$ cat config.mk
export PLATFORM = sky130hd
export DESIGN_NAME = irq_prio_ctrl
export DESIGN_NICKNAME = d
export VERILOG_FILES = /design/src/rtl/irqc_pkg.sv /design/src/rtl/irqc_edge_sync.sv /design/src/rtl/irqc_select.sv /design/src/rtl/irqc_dup_check.sv /design/src/rtl/irq_prio_ctrl.sv
export SDC_FILE = /design/constraint.sdc
export NUM_CORES = 1
export LEC_CHECK = 0
export ABC_CLOCK_PERIOD_IN_PS = 34800
export BUFFER_PORTS_ARGS = -buffer_cell sky130_fd_sc_hd__buf_4
export CAP_MARGIN = 30
export CORE_UTILIZATION = 28
export DETAILED_ROUTE_END_ITERATION = 8
export GPL_ROUTABILITY_DRIVEN = 1
export GPL_TIMING_DRIVEN = 1
export SLEW_MARGIN = 20
export SYNTH_ARGS = -nofsm -noshare
export SYNTH_HDL_FRONTEND = slang
export SYNTH_SLANG_ARGS = --single-unit
$ cat constraint.sdc
create_clock -name clk -period 34.8 [get_ports clk]
set_input_delay 3.48 -clock clk [delete_from_list [all_inputs] [get_ports clk]]
set_output_delay 3.48 -clock clk [all_outputs]
set_load 0.005 [all_outputs]
$ cat src/rtl/irqc_pkg.sv
package irqc_pkg;

  localparam int LVL_W = 3;
  localparam int SUB_W = 4;
  localparam int KEY_W = LVL_W + SUB_W;
  localparam logic [SUB_W-1:0] SUB_MAX = SUB_W'(8);

  typedef struct packed {
    logic             en;
    logic [LVL_W-1:0] lvl;
    logic [SUB_W-1:0] sub;
  } src_cfg_t;

  // Ranking key: level in the upper bits, sub-priority below it.
  function automatic logic [KEY_W-1:0] rank_key(input src_cfg_t c);
    return {c.lvl, c.sub};
  endfunction

endpackage

$ cat src/rtl/irqc_edge_sync.sv
module irqc_edge_sync #(
  parameter int NUM_SRC = 8
) (
  input  logic               clk,
  input  logic               rst_n,
  input  logic [NUM_SRC-1:0] irq_in,
  output logic [NUM_SRC-1:0] rise
);

  logic [NUM_SRC-1:0] meta_q, sync_q, prev_q;

  always_ff @(posedge clk or negedge rst_n) begin
    if (!rst_n) begin
      meta_q <= '0;
      sync_q <= '0;
      prev_q <= '0;
    end else begin
      meta_q <= irq_in;
      sync_q <= meta_q;
      prev_q <= sync_q;
    end
  end

  assign rise = sync_q & ~prev_q;

endmodule

$ cat src/rtl/irqc_select.sv
module irqc_select
  import irqc_pkg::*;
#(
  parameter int NUM_SRC = 8,
  parameter int IDX_W   = 3
) (
  input  logic [NUM_SRC-1:0] cand,
  input  src_cfg_t           cfg [NUM_SRC],
  output logic               found,
  output logic [IDX_W-1:0]   idx,
  output logic [LVL_W-1:0]   lvl
);

  logic [KEY_W-1:0] best;

  // Ascending scan with a strict compare: equal keys keep the lower index.
  always_comb begin
    found = 1'b0;
    idx   = '0;
    best  = '0;
    for (int i = 0; i < NUM_SRC; i++) begin
      if (cand[i] && (!found || (rank_key(cfg[i]) > best))) begin
        found = 1'b1;
        idx   = IDX_W'(i);
        best  = rank_key(cfg[i]);
      end
    end
    lvl = best[KEY_W-1 -: LVL_W];
  end

endmodule

$ cat src/rtl/irqc_dup_check.sv
module irqc_dup_check
  import irqc_pkg::*;
#(
  parameter int NUM_SRC = 8
) (
  input  src_cfg_t cfg [NUM_SRC],
  output logic     dup
);

  always_comb begin
    dup = 1'b0;
    for (int i = 0; i < NUM_SRC; i++) begin
      for (int j = i + 1; j < NUM_SRC; j++) begin
        if (cfg[i].en && cfg[j].en && (rank_key(cfg[i]) == rank_key(cfg[j])))
          dup = 1'b1;
      end
    end
  end

endmodule

$ cat src/rtl/irq_prio_ctrl.sv
module irq_prio_ctrl
  import irqc_pkg::*;
#(
  parameter int NUM_SRC  = 8,
  parameter int ADDR_W   = 6,
  parameter int DATA_W   = (NUM_SRC > 8) ? NUM_SRC : 8,
  parameter int VEC_BASE = 64,
  parameter int SPUR_VEC = 24
) (
  input  logic               clk,
  input  logic               rst_n,
  input  logic [NUM_SRC-1:0] irq_in,
  input  logic               reg_we,
  input  logic [ADDR_W-1:0]  reg_addr,
  input  logic [DATA_W-1:0]  reg_wdata,
  input  logic [2:0]         cpu_mask,
  input  logic               int_ack,
  output logic               int_req,
  output logic [2:0]         int_level,
  output logic               vec_valid,
  output logic [7:0]         vec_out,
  output logic               cfg_err
);

  localparam int IDX_W = (NUM_SRC > 1) ? $clog2(NUM_SRC) : 1;
  localparam logic [ADDR_W-1:0] A_GLOBAL = ADDR_W'(NUM_SRC);
  localparam logic [ADDR_W-1:0] A_CLEAR  = ADDR_W'(NUM_SRC + 1);

  src_cfg_t           cfg_q [NUM_SRC];
  src_cfg_t           wr_cfg;
  logic [NUM_SRC-1:0] cfg_ld;
  logic               gen_q, gen_d, gen_ld;
  logic [NUM_SRC-1:0] pend_q, pend_d, clr, rise, en_vec, cand;
  logic [7:0]         vec_q, vec_d;
  logic               vval_q;
  logic               found, take;
  logic [IDX_W-1:0]   sel_idx;
  logic [2:0]         sel_lvl;

  irqc_edge_sync #(.NUM_SRC(NUM_SRC)) u_sync (
    .clk(clk), .rst_n(rst_n), .irq_in(irq_in), .rise(rise)
  );

  for (genvar g = 0; g < NUM_SRC; g++) begin : g_en
    assign en_vec[g] = cfg_q[g].en;
  end
  assign cand = pend_q & en_vec;

  irqc_select #(.NUM_SRC(NUM_SRC), .IDX_W(IDX_W)) u_sel (
    .cand(cand), .cfg(cfg_q), .found(found), .idx(sel_idx), .lvl(sel_lvl)
  );

  irqc_dup_check #(.NUM_SRC(NUM_SRC)) u_dup (.cfg(cfg_q), .dup(cfg_err));

  assign take      = gen_q & found & ((sel_lvl > cpu_mask) | (sel_lvl == 3'd7));
  assign int_req   = take;
  assign int_level = take ? sel_lvl : 3'd0;
  assign vec_valid = vval_q;
  assign vec_out   = vec_q;

  // Configuration write decode.
  always_comb begin
    wr_cfg.en  = reg_wdata[0];
    wr_cfg.lvl = reg_wdata[3:1];
    wr_cfg.sub = (reg_wdata[7:4] > SUB_MAX) ? SUB_MAX : reg_wdata[7:4];
    for (int i = 0; i < NUM_SRC; i++)
      cfg_ld[i] = reg_we && (reg_addr == ADDR_W'(i));
    gen_ld = reg_we && (reg_addr == A_GLOBAL);
    gen_d  = reg_wdata[0];
  end

  // Pending and vector next state.
  always_comb begin
    clr = '0;
    if (reg_we && (reg_addr == A_CLEAR))
      clr = reg_wdata[NUM_SRC-1:0];
    if (int_ack && take)
      clr[sel_idx] = 1'b1;
    pend_d = rise | (pend_q & ~clr);
    vec_d  = take ? (8'(VEC_BASE) + 8'(sel_idx)) : 8'(SPUR_VEC);
  end

  always_ff @(posedge clk or negedge rst_n) begin
    if (!rst_n) begin
      for (int i = 0; i < NUM_SRC; i++) cfg_q[i] <= '0;
      gen_q  <= 1'b0;
      pend_q <= '0;
      vec_q  <= '0;
      vval_q <= 1'b0;
    end else begin
      for (int i = 0; i < NUM_SRC; i++)
        if (cfg_ld[i]) cfg_q[i] <= wr_cfg;
      if (gen_ld)  gen_q <= gen_d;
      if (int_ack) vec_q <= vec_d;
      pend_q <= pend_d;
      vval_q <= int_ack;
    end
  end

endmodule

* After elaboration in Yosys (flattened, before gate mapping)
Cells that the tools add are included.
** Word-level totals
- Input port bits :: 29
- Output and inout bits :: 14
- Bits in registers :: 106
** Cells by class
- Bitwise operators :: 10
- Eq/ne operators :: 38
- Mux-type cells :: 58
- $lt $le $gt $ge :: 11
- Reduce and logical (&&, ||, !) cells :: 90
- Add/subtract/negate cells :: 1
** Operators by type and width (number)
- $eq 7x7->1 :: 28
- $logic_and 1x1->1 :: 75
- $mux 7 :: 8
- $gt 7x7->1 :: 7
- $mux 1 :: 38
- $and 8x8->8 :: 3
- $eq 6x3->1 const B :: 4
- $mux 8 :: 3
- $not 8->8 :: 2
- $or 8x8->8 :: 2
- $mux 3 :: 5
- $eq 6x2->1 const B :: 2
- $eq 6x4->1 const B :: 2
- $add 7x3->8 const A :: 1
- $logic_not 1->1 :: 7
- $logic_or 1x1->1 :: 7
- $eq 6x1->1 const B :: 1
- $logic_not 6->1 :: 1
- $gt 4x4->1 const B :: 1
- $lt 3x4->1 const B :: 1
- $mux 2 :: 2
- $mux 4 :: 1
- $demux 1 s3 :: 1
- $eq 3x3->1 const B :: 1
- 4 further kinds :: 5

* Longest topological paths before layout
- Depth after elaboration :: 39
- Mapped depth :: 62
- Depth with buffers taken out :: 57

* Hierarchy
Synthesis repeated with hierarchy kept, for this count alone.
** Unflattened totals
- Cells, all modules :: 905
- Area, all modules :: 9009.9 um^2
** By module, submodules not included
- irq_prio_ctrl :: cells each 249, area an instance 3360.7 um^2, times used 1
- irqc_dup_check :: cells each 345, area an instance 2817.7 um^2, times used 1
- irqc_select :: cells each 279, area an instance 2120.8 um^2, times used 1
- irqc_edge_sync :: cells each 32, area an instance 710.7 um^2, times used 1

* Worst setup path before layout
Ideal clock, no wire load.
- Path kind :: register to output
- Start :: register cfg_q[60] in the netlist's numbering
- End :: output port int_level[0]
- Path slack :: 18.288 ns
- Data arrival time :: 13.032 ns
- Stages on the path, launching flop included :: 60
- Path buffers :: 6
- Path through :: dfrtp_1 > clkbuf_1 > and3_1 > inv_1 > ha_1 > a211o_1 > a211oi_2 > a21o_1 > buf_6 > mux2i_1 > inv_1 > ha_1 > a21oi_1 > a21oi_1 > o41ai_4 > nor2_1 > or2_2 > ha_1 > [... 24 more ...] > o211ai_1 > clkbuf_1 > mux2_2 > ha_1 > nand4_1 > nor2_1 > nor2_1 > o311ai_2 > o21ai_0 > o221ai_2 > inv_1 > ha_1 > nor2b_1 > o21a_1 > o21ai_0 > o41ai_4 > nand2_1 > nor2_1
** Between the ends
- Longest elaborated chain between the ends :: 33
- Elaborated cells on any way between the ends :: 48
** RTL lines
- from (decl) :: RTL line irq_prio_ctrl.sv:29 : src_cfg_t cfg_q [NUM_SRC];
- from (signal, indexed assignment) :: RTL line irq_prio_ctrl.sv:92 : if (cfg_ld[i]) cfg_q[i] <= wr_cfg;
- $mux 7 * :: RTL line irqc_select.sv:22 : if (cand[i] && (!found || (rank_key(cfg[i]) > best))) begin
- $gt 7x7->1 :: RTL line irqc_select.sv:22
- $logic_or 1x1->1 :: RTL line irqc_select.sv:22
- $logic_and 1x1->1 :: RTL line irqc_select.sv:22
- $mux 7 or $mux 1 (tied branches) :: RTL line irqc_select.sv:22
- $gt 7x7->1 or $logic_not 1->1 (tied branches) :: RTL line irqc_select.sv:22
- $logic_or 1x1->1 :: RTL line irqc_select.sv:22
- $logic_and 1x1->1 :: RTL line irqc_select.sv:22
- [... 17 more ...]
- $gt 7x7->1 or $logic_not 1->1 (tied branches) :: RTL line irqc_select.sv:22
- $logic_or 1x1->1 :: RTL line irqc_select.sv:22
- $logic_and 1x1->1 :: RTL line irqc_select.sv:22
- $mux 7 :: RTL line irqc_select.sv:22
- $gt 3x3->1 or $eq 3x3->1 (tied branches) :: RTL line irq_prio_ctrl.sv:55 : assign take = gen_q & found & ((sel_lvl > cpu_mask) | (sel_lvl == 3'd7));
- $or 1x1->1 :: RTL line irq_prio_ctrl.sv:55
- $and 1x1->1 :: RTL line irq_prio_ctrl.sv:55
- $mux 3 * :: RTL line irq_prio_ctrl.sv:57 : assign int_level = take ? sel_lvl : 3'd0;
- to (decl) :: RTL line irq_prio_ctrl.sv:19 : output logic [2:0] int_level,
Mark *: on every way between the ends. The rest lies on a longest branch, timed or not.

* Final worst setup path
- Start :: register cfg_q[60] in the netlist's numbering
- End :: output port int_level[1]
Same word-level chain as after synthesis.

==> flow_summary.toml <==
[placement]
dp_hpwl_um = 19200
gp_congestion = 0.974
port_buffers = 40
pre_cts_ws_ns = 16.10
dp.cells = 1295

[timing]
slew_headroom_pct = 39.5
hold_violations = 0
fin_tns_setup_ns = 0
fin_ws_ns = 15.93
min_period_over_period_pct = 54.2
slew_violations = 0
worst_pin_slew_ns = 0.900
finalClockSkew_ns = 0.0127
fmax_ghz = 0.0530
rsz0062_at_grt = "no"
post-route-min-period_ns = 18.87
setup_viol = 0
whs_ns = 0.350

[worst_setup_path]
crit_required_ns = 31.32
reg2reg_slack_ns = 19.71
critPathMaxFanout = 18
crit_arrival_ns = 15.39
r2r-end = "pend_q[2]$_DFF_PN0_"
path_depth = 59
critPathCapture = "int_level[1]"
critical_path.max_stage_delay_ns = 0.80
crit_buf_inv = 6
start_kind = "flip-flop"
crit_top_cell = "ha_1"
crit_start = "cfg_q[60]$_DFFE_PN0P_"
critical_path_class = "flip-flop to output pin"
worstRegToRegCells = 58
slowest_stage = "o31ai_1"
crit_family = "compound AO/OA/AOI/OAI gates"
rr_startpoint = "cfg_q[60]$_DFFE_PN0P_"
cp-end-kind = "output pin"

[floorplan]
dieArea_mm2 = 0.0313
chipHeight_um = 177
fp-row-count = 63
coreArea_mm2 = 0.0299
ios = 43
fp.dieW_um = 177
start_util_pct = 28.7

[routing]
wire_per_inst_um = 20.9
drc = 0
drtPass1Iterations = 5
ant_nets = 0
drt_iter0_drc = 662
wl_um = 27400
dr_total_vias = 7084
viasPerCell = 5.40

[layout]
nets = 998
layout.cells.non_filler = 1311
syn_to_final_growth_pct = 9.85
antennaDiodeCount = 0
drive_gt1_share_pct = 15.3
fillers = 3034

[outcome]
status = "completed"

[logic_synthesis]
synth-edff-count = 0
yosysWarningCount = 0
postSynthCellCount = 939
synthArstFlopShare_pct = 100
synth.top_cell.area_share_pct = 30.0
synth_top_flop_cell = "dfrtp_1"
syn_area_per_cell_um2 = 9.14
yosysSeqAreaShare_pct = 30.0
synth_area_leader_cell = "dfrtp_1"
synth.distinct_cells = 63
ys_ff_latch = 103
syn_area_mm2 = 0.00858
yosys-top-cells-area = "dfrtp_1, xnor2_1, ha_1"

[pwr]
p_int_uw = 288
power_uw = 499
seqPwrFrac_pct = 35.7
p_sw_uw = 212
ir_drop_uv = 26.3
power.leakage_nw = 3.84
p_comb_share_pct = 42.5
netSwitchingFraction_pct = 42.4
pwr-share-clk_pct = 21.8
power-per-cell-area_mw_per_mm2 = 53.0

[cts]
clkLatencyLatePin_ns = 0.37
cts-hold-fix-buffers = 0
htreeDepth = 3
cts_setup_buffers = 0
cts_buffer_depth = 2
cts_buffers = 9
cts.sinks = 103
root_buffer = "clkbuf_16"
clk_pin_slew_ns = 0.08
tritoncts = "yes"
ctsResizeCount = 0

[min_path]
hold_path.class = "flip-flop to flip-flop"

[grt]
grtUsageTotal_pct = 18.0
grt_pass1_wl_um = 42400
grt_pass1_vias = 6890
antenna_found_initial = 0
grt_max_degree = 56
grt_overflow = 0

[flow_run]
max-cap-violations = 0
## stage by stage
| step | area (um2) | utilization, % |
|---|---|---|
| after floorplan | 8580 | - |
| after global placement | 9100 | 30.5 |
| after detailed placement | 9100 | 30.5 |
| after CTS | 9410 | 31.5 |
| after global routing | 9420 | 31.5 |
| final | 9420 | 31.5 |
## how the worst min path moves through the flow
stage                     depth (start not counted)                       start                         end  slack, ns
after floorplan                                   0  u_sync.meta_q[0]$_DFF_PN0_  u_sync.sync_q[0]$_DFF_PN0_       0.33
after global placement                            0  u_sync.meta_q[7]$_DFF_PN0_  u_sync.sync_q[7]$_DFF_PN0_       0.33
after detailed placement                          0  u_sync.meta_q[3]$_DFF_PN0_  u_sync.sync_q[3]$_DFF_PN0_       0.34
after CTS                                         0  u_sync.meta_q[3]$_DFF_PN0_  u_sync.sync_q[3]$_DFF_PN0_       0.35
after global routing                              0  u_sync.meta_q[1]$_DFF_PN0_  u_sync.sync_q[1]$_DFF_PN0_       0.36
final                                             0  u_sync.meta_q[4]$_DFF_PN0_  u_sync.sync_q[4]$_DFF_PN0_       0.35
## flip-flops by register name, indices dropped and copies added, names as in the netlist
register	flops
u_sync.sync_q	8
u_sync.prev_q	8
vec_valid	1
vec_out	5
u_sync.meta_q	8
pend_q	8
cfg_q	64
gen_q	1
## cells in the final DEF (no fill, tap or decap), types with 7 or more instances in the layout
cell type    n
a211oi_1    12
a21oi_1     24
buf_4       49
clkbuf_16    9
dfrtp_1    103
ha_1        52
inv_1       50
mux2_2      56
mux2i_1     12
nand2_1     51
nand3_1     39
nand4_1     37
nor2_1      33
nor2b_1     10
nor3_1       9
nor4_1      31
o211ai_1     8
o21a_1       8
o21ai_0     31
or2_2        7
xnor2_1    140
xor2_1      56
## power by group through the flow
stage | logic [mW] | clock network, mW | registers (mW)
final | 0.212 | 0.109 | 0.178
after global routing | 0.235 | 0.115 | 0.179
after CTS | 0.210 | 0.110 | 0.176
after detailed placement | 0.208 | 0 | 0.179
after global placement | 0.204 | 0 | 0.179
after floorplan | 0.192 | 0 | 0.138
## cells by family after synthesis
family | count (synthesis) | synth area share, %
flip-flops | 103 | 30.0
buffers and inverters | 133 | 6.16
XOR/XNOR | 196 | 20.0
adder cells (fa/ha/maj) | 52 | 7.58
AO/OA/AOI/OAI | 139 | 12.3
other | 1 | 0.0437
multiplexers | 68 | 8.75
AND/OR/NAND/NOR | 247 | 15.1
## cell usage after synthesis (9+ instances only)
| cell type | number |
|---|---|
| nor2_1 | 33 |
| mux2_2 | 56 |
| a21oi_1 | 24 |
| a211oi_1 | 12 |
| clkbuf_1 | 62 |
| nor2b_1 | 10 |
| o21ai_0 | 31 |
| buf_1 | 11 |
| nand4_1 | 37 |
| ha_1 | 52 |
| nand2_1 | 51 |
| nor3_1 | 9 |
| dfrtp_1 | 103 |
| nand3_1 | 39 |
| mux2i_1 | 12 |
| inv_1 | 50 |
| xor2_1 | 56 |
| nor4_1 | 31 |
| xnor2_1 | 140 |
## metal layers
metal,track usage [%],vias to the layer above,share of wire [%],wire length [um]
met5,0,-,0,0
met4,8.30,0,3.9,1070
met3,2.34,66,6.7,1850
met2,27.6,313,45,12200
met1,25.0,3466,45,12300
li1,-,3239,-,-
## final cells by class
type / count / area, um2 / share of cell area, %
multi-input combinational: 704 / 5490 / 58.3
sequential: 103 / 2580 / 27.4
tap: 390 / 488 / 5.18
timing repair buffer: 49 / 368 / 3.90
clock buffer: 9 / 225 / 2.39
inverter: 50 / 188 / 1.99
clock inverter: 6 / 82.6 / 0.876
(Power assumes the default switching activity.)
